<file path="src/rtl/bus_uv_pkg.sv">
// Package: shared phase codes and state type for the bus undervoltage supervisor.
// Assumes the phase sequencer encodes phases as 4-bit numbers.
package bus_uv_pkg;
    localparam int PHASE_W = 4;
    localparam logic [PHASE_W-1:0] PH_BUS_CHECK = 4'd3;
    localparam logic [PHASE_W-1:0] PH_RUN       = 4'd8;

    typedef enum logic [0:0] {
        WIN_COUNTING = 1'b0,
        WIN_SETTLED  = 1'b1
    } win_state_t;
endpackage

</file>
<file path="src/rtl/startup_window.sv">
// Module: startup_window
// Counts the cycles of a bus-check stay. It grants soft start on the first high
// sample of the 95 % flag inside the window, or reports a timeout at the window end.
// Assumes: `active` stays high for the whole stay, and dropping it re-arms the window.
module startup_window #(
    parameter int WIN_CYC = 80_000
) (
    input  logic clk,
    input  logic rst_n,
    input  logic active,
    input  logic hi,
    output logic grant_o,
    output logic fault_o
);
    import bus_uv_pkg::*;

    localparam int CW = $clog2(WIN_CYC + 1);

    logic [CW-1:0] cnt;
    win_state_t    st;

    // Purpose: run the window and settle it on either a grant or a timeout.
    always_ff @(posedge clk) begin
        if (!rst_n) begin
            cnt     <= '0;
            st      <= WIN_COUNTING;
            grant_o <= 1'b0;
            fault_o <= 1'b0;
        end else begin
            grant_o <= 1'b0;
            fault_o <= 1'b0;
            if (!active) begin
                cnt <= '0;
                st  <= WIN_COUNTING;
            end else if (st == WIN_COUNTING) begin
                if (hi) begin
                    grant_o <= 1'b1;
                    st      <= WIN_SETTLED;
                end else if (cnt == CW'(WIN_CYC - 1)) begin
                    fault_o <= 1'b1;
                    st      <= WIN_SETTLED;
                end else begin
                    cnt <= cnt + 1'b1;
                end
            end
        end
    end
endmodule

</file>
<file path="src/rtl/level_debounce.sv">
// Module: level_debounce
// Filters a raw flag. The filtered level follows the raw level only after they have
// disagreed on HOLD+1 consecutive edges. While disabled, the filter holds low.
// Assumes: HOLD >= 1.
module level_debounce #(
    parameter int HOLD = 84
) (
    input  logic clk,
    input  logic rst_n,
    input  logic en,
    input  logic raw,
    output logic filt
);
    localparam int CW = $clog2(HOLD + 1);

    logic [CW-1:0] cnt;

    // Purpose: count consecutive disagreements and flip the filtered level at HOLD.
    always_ff @(posedge clk) begin
        if (!rst_n || !en) begin
            cnt  <= '0;
            filt <= 1'b0;
        end else if (raw != filt) begin
            if (cnt == CW'(HOLD)) begin
                filt <= raw;
                cnt  <= '0;
            end else begin
                cnt <= cnt + 1'b1;
            end
        end else begin
            cnt <= '0;
        end
    end
endmodule

</file>
<file path="src/rtl/uv_duration.sv">
// Module: uv_duration
// Times a recognised undervoltage. It asks for a full restart once the condition
// has lasted LIMIT+1 edges. If the condition ends earlier, it asks for a quick restart.
// Assumes: `uv` is already debounced, and `en` low clears all history.
module uv_duration #(
    parameter int LIMIT = 800_000
) (
    input  logic clk,
    input  logic rst_n,
    input  logic en,
    input  logic uv,
    output logic full_o,
    output logic quick_o
);
    localparam int CW = $clog2(LIMIT + 1);

    logic [CW-1:0] cnt;
    logic          uv_q;
    logic          fired;

    // Purpose: count the undervoltage duration and classify its end.
    always_ff @(posedge clk) begin
        if (!rst_n || !en) begin
            cnt     <= '0;
            uv_q    <= 1'b0;
            fired   <= 1'b0;
            full_o  <= 1'b0;
            quick_o <= 1'b0;
        end else begin
            uv_q    <= uv;
            full_o  <= 1'b0;
            quick_o <= 1'b0;
            if (uv) begin
                if (!fired) begin
                    if (cnt == CW'(LIMIT)) begin
                        full_o <= 1'b1;
                        fired  <= 1'b1;
                    end else begin
                        cnt <= cnt + 1'b1;
                    end
                end
            end else begin
                cnt   <= '0;
                fired <= 1'b0;
                if (uv_q && !fired) begin
                    quick_o <= 1'b1;
                end
            end
        end
    end
endmodule

</file>
<file path="src/rtl/bus_uv_supervisor.sv">
// Module: bus_uv_supervisor (top)
// Supervises the startup bus check and undervoltage in run mode, and returns
// one-cycle requests to the phase sequencer.
// Assumes: comparator flags are already synchronous to clk, and phase changes are clean.
module bus_uv_supervisor #(
    parameter int WIN_CYC  = 80_000,
    parameter int DEB_CYC  = 84,
    parameter int LONG_CYC = 800_000
) (
    input  logic       clk,
    input  logic       rst_n,
    input  logic [3:0] phase,
    input  logic       above_hi,
    input  logic       below_lo,
    output logic       ss_grant,
    output logic       start_fault,
    output logic       full_restart,
    output logic       quick_restart
);
    import bus_uv_pkg::*;

    logic in_check;
    logic in_run;
    logic uv_filt;

    // Purpose: decode the phases this block acts in.
    always_comb begin
        in_check = (phase == PH_BUS_CHECK);
        in_run   = (phase == PH_RUN);
    end

    startup_window #(.WIN_CYC(WIN_CYC)) u_window (
        .clk     (clk),
        .rst_n   (rst_n),
        .active  (in_check),
        .hi      (above_hi),
        .grant_o (ss_grant),
        .fault_o (start_fault)
    );

    level_debounce #(.HOLD(DEB_CYC)) u_debounce (
        .clk   (clk),
        .rst_n (rst_n),
        .en    (in_run),
        .raw   (below_lo),
        .filt  (uv_filt)
    );

    uv_duration #(.LIMIT(LONG_CYC)) u_duration (
        .clk     (clk),
        .rst_n   (rst_n),
        .en      (in_run),
        .uv      (uv_filt),
        .full_o  (full_restart),
        .quick_o (quick_restart)
    );
endmodule

</file>
<file path="config.mk">
export PLATFORM = sky130hd
export DESIGN_NAME = bus_uv_supervisor
export DESIGN_NICKNAME = d
export VERILOG_FILES = /design/src/rtl/bus_uv_pkg.sv /design/src/rtl/startup_window.sv /design/src/rtl/level_debounce.sv /design/src/rtl/uv_duration.sv /design/src/rtl/bus_uv_supervisor.sv
export SDC_FILE = /design/constraint.sdc
export NUM_CORES = 1
export LEC_CHECK = 0
export BUFFER_PORTS_ARGS = -buffer_cell sky130_fd_sc_hd__buf_4
export CAP_MARGIN = 20
export CORE_MARGIN = 2
export CORE_UTILIZATION = 45
export CTS_CLUSTER_SIZE = 24
export DETAILED_ROUTE_END_ITERATION = 12
export GPL_TIMING_DRIVEN = 0
export PLACE_DENSITY = 0.74
export SLEW_MARGIN = 5
export SYNTH_ARGS = -nofsm -noshare
export SYNTH_HDL_FRONTEND = slang
export SYNTH_SLANG_ARGS = --single-unit
</file>
<file path="constraint.sdc">
create_clock -name clk -period 2.3 [get_ports clk]
set_input_delay 0.115 -clock clk [delete_from_list [all_inputs] [get_ports clk]]
set_output_delay 0.115 -clock clk [all_outputs]
set_load 0.02 [all_outputs]
</file>
==> flow_summary_export.csv <==
group,metric,value,unit
sta,timing.slew.headroom,59.9,%
floorplan,die_w,75.9,um
routing,route.met2.wl,1.77,mm
sta,fin_crit_sh,83.8,%
global_routing,grt_pass1_vias,1682,
clock_network,cts_inserted_buffers,5,
global_routing,grt-ovfl-total,0,
routing,drt_iter0_drc,62,
floorplan,io_pins,12,
sta,setup-violations-final,0,
routing,antenna_left,0,
placed_design,hpwlAfterDp,2.86,mm
worst_setup_path,r2r_start,"u_window.st",
sta,max_freq,519,MHz
sta,period_needed,1.93,ns
yosys,synth_edf_count,0,
routing,routed_via_density,5.09,
yosys,ys_warn_count,0,
floorplan,start_util,46.2,%
sta,rsz0062_at_grt,"no",
clock_network,cts-htree-levels,2,
worst_setup_path,critPathArrivalTime,2.11,ns
clock_network,tritoncts,"built",
routing,wl_per_cell,10.9,um
yosys,syn-cell-area,2330,sq um
worst_setup_path,cp_slowest_stage_delay,0.52,ns
sta,finalMaxSlewViolations,0,
routing,top_layer,"met4",
clock_network,cts_buffer_depth,2,
sta,final.setup.tns,0,ns
global_routing,antenna_found_initial,0,
power_and_ir_drop,p_per_area,603,nW/um^2
job,drv_cap,0,
cells_and_area,n_antenna_cell,0,
cells_and_area,drive_gt1_share,9.79,%
yosys,yosysMostFrequentCell,"dfxtp_1",
global_routing,grt_pass1_wl,7.14,mm
cells_and_area,layout.nets,298,
clock_network,cts_sinks,52,
yosys,yosysTopAreaCell,"dfxtp_1",
placed_design,placed_cell_area,2500,sq um
global_routing,grt_max_degree,17,
worst_setup_path,cp.required,2.49,ns
worst_setup_path,crit_chain,"or3b_2 > nor4_1 > nand3_1 > xor2_1 > nor2_1",
global_routing,gr-usage-all-layers,15.0,%
power_and_ir_drop,peakVddDrop,456,uV
cells_and_area,fill_cells,476,
floorplan,die_area,5760,sq um
routing,wl_met1,1.92,mm
sta,clock_skew,0.0106,ns
yosys,syn-num-nets,280,
floorplan,core_area,5040,sq um
worst_setup_path,path_class,"flip-flop to flip-flop",
yosys,ys_seq_area_share,44.7,%
hold_path,hold_path_class,"primary input to flip-flop",
routing,wl_met3,129,um
cells_and_area,syn_to_final_growth,12.5,%
power_and_ir_drop,power_leakage,0.000822,uW
yosys,synth_area_leaders,"dfxtp_1 45%, xnor2_1 9.4%, nor2_1 8.1%, xor2_1 4.1%, nand3_1 3.4%",
yosys,ys_top_cells_by_count,"52 x dfxtp_1, 50 x nor2_1, 25 x xnor2_1",
clock_network,postCtsSetupBuffers,0,
worst_setup_path,startpoint,"u_window.st",
routing,wirelength,3.90,mm
clock_network,clockRootBuffer,"clkbuf_8",
worst_setup_path,cp_slowest_cell,"nor4_1",
clock_network,cts_resized,0,
power_and_ir_drop,finalPower,1580,uW
yosys,syn_area_per_cell,8.72,sq um
placed_design,portBuffers,11,
yosys,synth_flop_cell,"dfxtp_1",
routing,vias,1812,
worst_setup_path,path_max_fanout,6,
routing,drc,0,
yosys,synth_top_area_share,44.7,%
worst_setup_path,worstSetupStartpointType,"flip-flop",
clock_network,clk_latency,0.31,ns
floorplan,die_y,75.9,um
worst_setup_path,crit_path_end_kind,"flip-flop",
cells_and_area,post-route-cell-area,2620,sq um
hold_path,hold_start,"above_hi",
floorplan,fp-row-count,26,
routing,drt-pass1-iter-count,4,
yosys,synthCells,267,
sta,hold_viol_final,0,
yosys,synthArstFlopShare,0,%
yosys,synth_cell_type_count,40,
placed_design,gp_congestion,0.822,
yosys,ys_ff_latch,52,
clock_network,cts_hold_buf,0,
sta,worst_pin_slew,0.596,ns
clock_network,clk_pin_slew_worst_paths,0.10,ns
run_status,status,"finished, final reports clean",
## metrics by stage
step	setup WS, ns	hold slack (ns)	util (%)	instances
final	0.372	0.0114	51.9	356
after global routing	0.226	0.00551	51.9	356
after CTS	0.395	0.00244	51.9	356
after detailed placement	0.422	0.345	49.5	348
after global placement	0.427	0.339	49.5	348
after floorplan	0.580	0.193	-	267
## flip-flops by register name (all words and copies together), names as in the netlist
register,cells
u_duration.cnt,20
u_duration.full_o,1
u_duration.fired,1
u_debounce.cnt,7
u_window.st,1
u_duration.uv_q,1
u_debounce.filt,1
u_window.cnt,17
u_window.fault_o,1
u_window.grant_o,1
u_duration.quick_o,1
## path summary, 6_finish.rpt
path | end | slack, ns | depth (start not counted)
worst max register to register | u_window.cnt[13] | 0.37 | 5
worst max-delay path | u_window.cnt[13] | 0.37 | 5
worst min-delay path | u_window.fault_o | 0.01 | 2
worst min register to register | u_duration.quick_o | 0.47 | 1
## critical path: cells and delay by family, from the launching register on
kind	cells	cell delay (ns)
XOR/XNOR	1	0.17
flip-flops	1	0.38
AND/OR/NAND/NOR	4	1.24
## logic make-up (layout without fill, tap and decap cells)
| family | count (synthesis) | count (layout) | share of synthesized area [%] |
|---|---|---|---|
| AO/OA/AOI/OAI | 18 | 18 | 5.16 |
| XOR/XNOR | 36 | 36 | 13.5 |
| adder cells (fa/ha/maj) | 5 | 5 | 2.69 |
| buffers and inverters | 18 | 37 | 2.90 |
| flip-flops | 52 | 52 | 44.7 |
| multiplexers | 2 | 2 | 0.860 |
| AND/OR/NAND/NOR | 136 | 136 | 30.1 |
## layer usage
metal,vias to the layer above,global-route usage (%)
li1,954,-
met1,832,19.0
met2,19,23.8
met3,7,3.81
met4,0,7.64
met5,-,0
## cells in the final DEF (no fill, tap or decap), types with 7 or more instances in the layout
cell type / count
inv_1: 12
nor2_1: 50
nor3_1: 10
xor2_1: 11
xnor2_1: 25
nand3_1: 16
dfxtp_1: 52
nor4_1: 7
a21oi_1: 8
buf_4: 11
nand2_1: 18
## area by class of cell
type / count / area (sq um) / area share (%)
Clock inverter: 2 / 38.8 / 1.48
Clock buffer: 6 / 82.6 / 3.15
Timing Repair Buffer: 11 / 82.6 / 3.15
Multi-Input combinational cell: 197 / 1220 / 46.5
Tap cell: 70 / 87.6 / 3.34
Sequential cell: 52 / 1040 / 39.8
Buffer: 6 / 22.5 / 0.860
Inverter: 12 / 45.0 / 1.72
## report_power, final
part	leakage, uW	internal, uW	switching [uW]	total [uW]
combinational	0.000342	12.7	11.9	24.7
clock	0.0000614	356	297	653
sequential	0.000419	900	0.770	901
(Power assumes the default switching activity.)
